<file path="src/rtl/adc_trig_pkg.sv">
package adc_trig_pkg;

    typedef enum logic [1:0] {
        ST_OFF    = 2'd0,
        ST_IDLE   = 2'd1,
        ST_LAUNCH = 2'd2,
        ST_BUSY   = 2'd3
    } trig_state_e;

    // status/control field positions
    localparam int SC_BUSY_BIT  = 7;
    localparam int SC_HWSEL_BIT = 6;
    localparam int SC_CMPEN_BIT = 5;
    localparam int SC_CMPGT_BIT = 4;

endpackage

</file>
<file path="src/rtl/adc_trig_edge.sv">
module adc_trig_edge #(
    parameter int STAGES = 2
) (
    input  logic clk,
    input  logic rst_n,
    input  logic trig_in,
    output logic trig_rise
);
    logic [STAGES:0] sync_q;

    always_ff @(posedge clk or negedge rst_n) begin
        if (!rst_n) sync_q[0] <= 1'b0;
        else        sync_q[0] <= trig_in;
    end

    for (genvar g = 1; g <= STAGES; g++) begin : g_chain
        always_ff @(posedge clk or negedge rst_n) begin
            if (!rst_n) sync_q[g] <= 1'b0;
            else        sync_q[g] <= sync_q[g-1];
        end
    end

    assign trig_rise = sync_q[STAGES-1] & ~sync_q[STAGES];

    AST_EDGE_ONE_CYCLE: assert property (@(posedge clk) disable iff (!rst_n)
        trig_rise |=> !trig_rise);

endmodule

</file>
<file path="src/rtl/adc_trig_regs.sv">
module adc_trig_regs
    import adc_trig_pkg::*;
#(
    parameter int DATA_W = 8,
    parameter int CH_W   = 5
) (
    input  logic              clk,
    input  logic              rst_n,
    input  logic              wr_en,
    input  logic              wr_sel,
    input  logic [DATA_W-1:0] wr_data,
    input  logic              rd_sel,
    input  logic              busy,
    output logic [DATA_W-1:0] rd_data,
    output logic              chan_wr,
    output logic [CH_W-1:0]   chan_wdata,
    output logic [CH_W-1:0]   chan_code,
    output logic              hw_sel
);
    logic            cmp_en_q;
    logic            cmp_gt_q;
    logic            hw_sel_q;
    logic [CH_W-1:0] chan_q;
    logic            sts_wr;
    logic            wr_unused;

    assign chan_wr    = wr_en & ~wr_sel;
    assign sts_wr     = wr_en &  wr_sel;
    assign chan_wdata = wr_data[CH_W-1:0];
    assign wr_unused  = ^wr_data;

    always_ff @(posedge clk or negedge rst_n) begin
        if (!rst_n) begin
            chan_q   <= '1;
            hw_sel_q <= 1'b0;
            cmp_en_q <= 1'b0;
            cmp_gt_q <= 1'b0;
        end else begin
            if (chan_wr) chan_q <= chan_wdata;
            if (sts_wr) begin
                hw_sel_q <= wr_data[SC_HWSEL_BIT];
                cmp_en_q <= wr_data[SC_CMPEN_BIT];
                cmp_gt_q <= wr_data[SC_CMPGT_BIT];
            end
        end
    end

    always_comb begin
        rd_data = '0;
        if (rd_sel) begin
            rd_data[SC_BUSY_BIT]  = busy;
            rd_data[SC_HWSEL_BIT] = hw_sel_q;
            rd_data[SC_CMPEN_BIT] = cmp_en_q;
            rd_data[SC_CMPGT_BIT] = cmp_gt_q;
        end else begin
            rd_data[CH_W-1:0] = chan_q;
        end
    end

    assign chan_code = chan_q;
    assign hw_sel    = hw_sel_q;

    AST_STS_STORE: assert property (@(posedge clk) disable iff (!rst_n)
        sts_wr |=> ({hw_sel_q, cmp_en_q, cmp_gt_q} == $past(wr_data[6:4])));

endmodule

</file>
<file path="src/rtl/adc_trig_fsm.sv">
module adc_trig_fsm
    import adc_trig_pkg::*;
#(
    parameter int CH_W = 5
) (
    input  logic            clk,
    input  logic            rst_n,
    input  logic            chan_wr,
    input  logic [CH_W-1:0] chan_wdata,
    input  logic [CH_W-1:0] chan_code,
    input  logic            hw_sel,
    input  logic            trig_rise,
    input  logic            conv_done,
    output logic            start_o,
    output logic            abort_o,
    output logic            busy_o,
    output logic            mod_en_o,
    output logic [CH_W-1:0] chan_o
);
    localparam logic [CH_W-1:0] OFF_CODE = '1;

    trig_state_e state_q, state_d;
    logic        wr_off;
    logic        active_q;

    assign wr_off   = (chan_wdata == OFF_CODE);
    assign active_q = (state_q == ST_LAUNCH) || (state_q == ST_BUSY);

    // next state
    always_comb begin
        state_d = state_q;
        if (chan_wr && wr_off) begin
            state_d = ST_OFF;                       // disable-write
        end else if (chan_wr) begin
            state_d = hw_sel ? ST_IDLE : ST_LAUNCH; // arm / soft-launch
        end else begin
            unique case (state_q)
                ST_OFF:    state_d = ST_OFF;
                ST_IDLE:   if (hw_sel && trig_rise) state_d = ST_LAUNCH; // hard-launch
                ST_LAUNCH: state_d = ST_BUSY;                           // issue
                ST_BUSY:   if (conv_done) state_d = ST_IDLE;            // finish
            endcase
        end
    end

    // state register
    always_ff @(posedge clk or negedge rst_n) begin
        if (!rst_n) state_q <= ST_OFF;
        else        state_q <= state_d;
    end

    // registered outputs
    always_ff @(posedge clk or negedge rst_n) begin
        if (!rst_n) begin
            start_o  <= 1'b0;
            abort_o  <= 1'b0;
            busy_o   <= 1'b0;
            mod_en_o <= 1'b0;
            chan_o   <= '0;
        end else begin
            start_o  <= (state_d == ST_LAUNCH);
            abort_o  <= chan_wr && active_q;
            busy_o   <= (state_d == ST_LAUNCH) || (state_d == ST_BUSY);
            mod_en_o <= (state_d != ST_OFF);
            if (state_d == ST_LAUNCH) chan_o <= chan_wr ? chan_wdata : chan_code;
        end
    end

    AST_START_IS_BUSY: assert property (@(posedge clk) disable iff (!rst_n)
        start_o |-> busy_o);
    AST_START_PULSE: assert property (@(posedge clk) disable iff (!rst_n)
        start_o |=> (!start_o || $past(chan_wr)));
    AST_DONE_ENDS: assert property (@(posedge clk) disable iff (!rst_n)
        (state_q == ST_BUSY && conv_done && !chan_wr) |=> !busy_o);
    AST_ABORT_ON_WRITE: assert property (@(posedge clk) disable iff (!rst_n)
        (chan_wr && busy_o) |=> abort_o);
    AST_DISABLE_WRITE: assert property (@(posedge clk) disable iff (!rst_n)
        (chan_wr && wr_off) |=> (!busy_o && !mod_en_o && !start_o));
    AST_OFF_QUIET: assert property (@(posedge clk) disable iff (!rst_n)
        !mod_en_o |-> (!start_o && !busy_o));
    AST_BUSY_DROPS_TRIG: assert property (@(posedge clk) disable iff (!rst_n)
        (trig_rise && state_q == ST_BUSY && !conv_done && !chan_wr) |=> !start_o);
    AST_SOFT_NO_HW: assert property (@(posedge clk) disable iff (!rst_n)
        (!hw_sel && !chan_wr) |=> !start_o);

endmodule

</file>
<file path="src/rtl/adc_trig_ctrl.sv">
module adc_trig_ctrl #(
    parameter int DATA_W      = 8,
    parameter int CH_W        = 5,
    parameter int SYNC_STAGES = 2
) (
    input  logic              clk,
    input  logic              rst_n,
    input  logic              wr_en,
    input  logic              wr_sel,
    input  logic [DATA_W-1:0] wr_data,
    input  logic              rd_sel,
    output logic [DATA_W-1:0] rd_data,
    input  logic              hw_trig,
    input  logic              conv_done,
    output logic              conv_start,
    output logic              conv_abort,
    output logic [CH_W-1:0]   conv_chan,
    output logic              mod_en,
    output logic              busy
);
    logic            chan_wr;
    logic [CH_W-1:0] chan_wdata;
    logic [CH_W-1:0] chan_code;
    logic            hw_sel;
    logic            trig_rise;

    adc_trig_regs #(.DATA_W(DATA_W), .CH_W(CH_W)) u_regs (
        .clk        (clk),
        .rst_n      (rst_n),
        .wr_en      (wr_en),
        .wr_sel     (wr_sel),
        .wr_data    (wr_data),
        .rd_sel     (rd_sel),
        .busy       (busy),
        .rd_data    (rd_data),
        .chan_wr    (chan_wr),
        .chan_wdata (chan_wdata),
        .chan_code  (chan_code),
        .hw_sel     (hw_sel)
    );

    adc_trig_edge #(.STAGES(SYNC_STAGES)) u_edge (
        .clk       (clk),
        .rst_n     (rst_n),
        .trig_in   (hw_trig),
        .trig_rise (trig_rise)
    );

    adc_trig_fsm #(.CH_W(CH_W)) u_fsm (
        .clk        (clk),
        .rst_n      (rst_n),
        .chan_wr    (chan_wr),
        .chan_wdata (chan_wdata),
        .chan_code  (chan_code),
        .hw_sel     (hw_sel),
        .trig_rise  (trig_rise),
        .conv_done  (conv_done),
        .start_o    (conv_start),
        .abort_o    (conv_abort),
        .busy_o     (busy),
        .mod_en_o   (mod_en),
        .chan_o     (conv_chan)
    );

endmodule

</file>
<file path="config.mk">
export PLATFORM = sky130hd
export DESIGN_NAME = adc_trig_ctrl
export DESIGN_NICKNAME = d
export VERILOG_FILES = /design/src/rtl/adc_trig_pkg.sv /design/src/rtl/adc_trig_edge.sv /design/src/rtl/adc_trig_regs.sv /design/src/rtl/adc_trig_fsm.sv /design/src/rtl/adc_trig_ctrl.sv
export SDC_FILE = /design/constraint.sdc
export NUM_CORES = 1
export LEC_CHECK = 0
export CAP_MARGIN = 20
export CORE_MARGIN = 5
export CORE_UTILIZATION = 49
export DETAILED_ROUTE_END_ITERATION = 16
export PLACE_DENSITY = 0.84
export SYNTH_ARGS = -nofsm -noshare
export SYNTH_HDL_FRONTEND = slang
export SYNTH_HIERARCHICAL = 1
export SYNTH_SLANG_ARGS = --single-unit
</file>
<file path="constraint.sdc">
create_clock -name clk -period 2.2 [get_ports clk]
set_input_delay 0.44 -clock clk [delete_from_list [all_inputs] [get_ports clk]]
set_output_delay 0.44 -clock clk [all_outputs]
set_load 0.01 [all_outputs]
</file>
==> impl_metrics.tcl, run 1 <==
set metrics [dict create \
    total_power_uw 1210 \
    worst_slew_pin_slew_ps 461 \
    numCtsBuffers 3 \
    final_net_count 127 \
    synthesis.yosys.warnings 6 \
    cts.hold.buffers_added 0 \
    critical_path.cell_chain "clkdlybuf4s50_1 -> mux2_2 -> dlygate4sd2_1" \
    report.final.hold_viol_count 0 \
    power-per-cell-area_nw_per_um2 844 \
    placement_rows 17 \
    die_x_um 57.0 \
    timing_max_transition_violations_final 0 \
    first_iter_violations 6 \
    die_y_um 57.0 \
    async_reset_ff_share_pct 100 \
    antenna_found_initial 0 \
    timing.slew.headroom_pct 69.2 \
    peakVddDrop_mv 0.675 \
    netlist-cell-type-count 23 \
    cts_tree "yes" \
    netSwitchingPower_uw 325 \
    layout_cells_sized_above_1_pct 36.9 \
    endpoint_kind_of_the_worst_setup_timing_path "primary output" \
    hold_ws_ps 368 \
    achievable-frequency_ghz 0.500 \
    finClkSkew_ps 6.62 \
    seq_power_share_pct 46.1 \
    setup.worst_path.start_class "input port" \
    die_area_um2 3250 \
    cts-root-to-sink-buffers 2 \
    track_usage_pct 13.6 \
    pin_count_of_the_biggest_net_entering_global_routing 14 \
    netlist_area_um2 1080 \
    cp.arrival_ps 1560 \
    globalRoute.busiestLayer "met2" \
    synth.avg_cell_area_um2 13.7 \
    pin_count 32 \
    insertedDiodeCount 0 \
    finalWorstPathRequiredPeriod_ps 2000 \
    synth_seq_area_share_pct 51.4 \
    cpMaxStageDelayCell "sky130_fd_sc_hd__clkdlybuf4s50_1" \
    core_area_um2 2170 \
    finalCritPeriodShare_pct 90.9 \
    numPortBuffers 30 \
    synth-seq-cells 22 \
    synth_enable_flop_cells 0 \
    hp-class "flop to flop" \
    grt-ovfl-total 0 \
    finalSetupViolCount 0 \
    drt-pass1-iter-count 4 \
    critPathRequiredTime_ps 1760 \
    clkSlewWorstSetupHoldPaths_ps 120 \
    synth_cells 79 \
    combPwrFrac_pct 35.4 \
    area_added_between_synthesis_and_finish_pct 32.4 \
    grt_first_pass_wirelength_mm 3.42 \
    first_global_vias 758 \
    via_per_inst 4.87 \
    clkLatencyLatePin_ps 310 \
    post_drt_wl_per_cell_um 14.7 \
    synth_nets 94 \
    postRouteAntennaNets 0 \
    power.switching_fraction_pct 26.9 \
    cap_viol_max_count 0 \
    clkPwrFrac_pct 18.5 \
    nFillCells 191 \
    most-common-layout-cells "sky130_fd_sc_hd__clkdlybuf4s50_1, sky130_fd_sc_hd__dfrtp_1, sky130_fd_sc_hd__mux2_4, sky130_fd_sc_hd__mux2_2" \
    outcome "finished, final reports clean" \
    h-tree-depth 1 \
    rsz_0062_raised_after_global_routing "false" \
    ys_dominant_reg_cell "sky130_fd_sc_hd__dfrtp_1" \
    post-route-drc-count 0 \
    grt.met2_usage_pct 23.2 \
    wl_mm 2.04 \
    cts-root-buf "sky130_fd_sc_hd__clkbuf_4" \
    worst_path_largest_cell_delay_ps 500 \
    grt.met1_usage_pct 16.7 \
    initial_standard_cell_utilization_of_the_core_pct 49.9 \
    final_common_cell "sky130_fd_sc_hd__clkdlybuf4s50_1" \
    intPower_uw 885 \
    met3_usage_in_global_routing_pct 2.71 \
    clock-sinks 22 \
    crit_fanout 2 \
    p_leak_uw 0.000697 \
    crit_type "input port to primary output" \
    gp_congestion 0.780 \
    via_count 677 \
    post-dp-hpwl_mm 1.55 \
]
[synthesized netlist by cell type (3+ instances only)]
master,count,share of area (%)
sky130_fd_sc_hd__nor2_1,5,1.7
sky130_fd_sc_hd__dfstp_2,5,12
sky130_fd_sc_hd__dfrtp_1,17,39
sky130_fd_sc_hd__and2_1,3,1.7
sky130_fd_sc_hd__nor2b_1,4,2.3
sky130_fd_sc_hd__buf_4,5,3.5
sky130_fd_sc_hd__mux2_4,10,14
sky130_fd_sc_hd__nand2_1,3,1.0
sky130_fd_sc_hd__mux2_2,8,8.3
[repair_timing]
action,CTS,global route
pin swaps,0,0
endpoints found under the setup margin,5,3
gates cloned,0,0
gates resized for setup,5,3
setup buffers,0,0
[routing by layer]
metal,vias up,share of wire (%),routed length (µm)
met2,26,50,1010
met3,6,5.4,111
met4,0,2.5,51
met5,-,0,0
met1,320,42,863
li1,325,-,-
[cell type report]
| type | count | area (µm²) | area share, % |
|---|---|---|---|
| repair buffers | 35 | 339 | 23.7 |
| flip-flops and latches | 22 | 557 | 38.9 |
| well taps | 28 | 35.0 | 2.45 |
| clock buffers | 4 | 36.3 | 2.53 |
| inverters | 2 | 7.51 | 0.524 |
| multi-input cells | 48 | 458 | 32.0 |
[critical path, delay by kind of cell]
kind	cells	cell delay, ps
buffers and inverters	2	780
multiplexers	1	330
[worst paths after layout]
kind | depth (start not counted) | end | slack, ps | from
max reg2reg | 5 | u_fsm/chan_o[4] | 670 | u_edge/sync_q[1]
max in group asynchronous | 2 | u_fsm/chan_o[0] | 1240 | rst_n
min | 0 | u_edge/sync_q[1] | 370 | u_edge/sync_q[0]
min reg2reg | 0 | u_edge/sync_q[1] | 370 | u_edge/sync_q[0]
min in group asynchronous | 1 | u_regs/cmp_en_q | 430 | rst_n
max | 3 | rd_data[4] | 200 | rd_sel
[power by group through the flow]
stage                     clock network, µW  logic, µW  registers (µW)
after CTS                               230        437             559
after floorplan                           0        208             583
final                                   224        428             557
after detailed placement                  0        441             567
after global placement                    0        430             562
after global routing                    258        456             571
[through the flow]
| step | TNS (ps) | setup slack [ps] | instances | instance area (µm²) | utilization [%] |
|---|---|---|---|---|---|
| after global routing | 0 | 175 | 139 | 1430 | 66.0 |
| after global placement | 0 | 10.2 | 135 | 1400 | 64.3 |
| after floorplan | 0 | 378 | 79 | 1080 | - |
| after detailed placement | -116 | -36.7 | 135 | 1400 | 64.3 |
| after CTS | 0 | 4.25 | 139 | 1430 | 65.7 |
| final | 0 | 200 | 139 | 1430 | 66.0 |
[registers in the layout, indices dropped and copies added (netlist names)]
name and flops:
u_edge/sync_q 3, u_fsm/abort_o 1, u_fsm/busy_o 1, u_fsm/chan_o 5, u_fsm/mod_en_o 1, u_fsm/start_o 1, u_fsm/state_q 2, u_regs/chan_code 5
u_regs/cmp_en_q 1, u_regs/cmp_gt_q 1, u_regs/hw_sel 1
[cell families (layout without fill, tap and decap cells)]
group           count (synthesis)  in the layout  synth area share [%]
simple gates                   23             23                  14.2
flops                          22             22                  51.4
mux                            18             18                  22.2
buf+inv                         9             41                  6.24
compound gates                  7              7                  5.90
Power figures use the tool's default switching activity.
==> run 2, diff against run 1 <==
--- a/config.mk
+++ b/config.mk
@@ -10,6 +10,7 @@
 export CORE_UTILIZATION = 49
 export DETAILED_ROUTE_END_ITERATION = 16
 export PLACE_DENSITY = 0.84
+export SKIP_LAST_GASP = 1
 export SYNTH_ARGS = -nofsm -noshare
 export SYNTH_HDL_FRONTEND = slang
 export SYNTH_HIERARCHICAL = 1
==> results of run 2 <==
The final DEF is identical to that of run 1; final timing and power are the same.
==> run 3, diff against run 2 <==
--- a/config.mk
+++ b/config.mk
@@ -9,6 +9,7 @@
 export CORE_MARGIN = 5
 export CORE_UTILIZATION = 49
 export DETAILED_ROUTE_END_ITERATION = 16
+export HOLD_SLACK_MARGIN = 0.15
 export PLACE_DENSITY = 0.84
 export SKIP_LAST_GASP = 1
 export SYNTH_ARGS = -nofsm -noshare
==> results of run 3 <==
The final DEF is identical to that of run 1; final timing and power are the same.
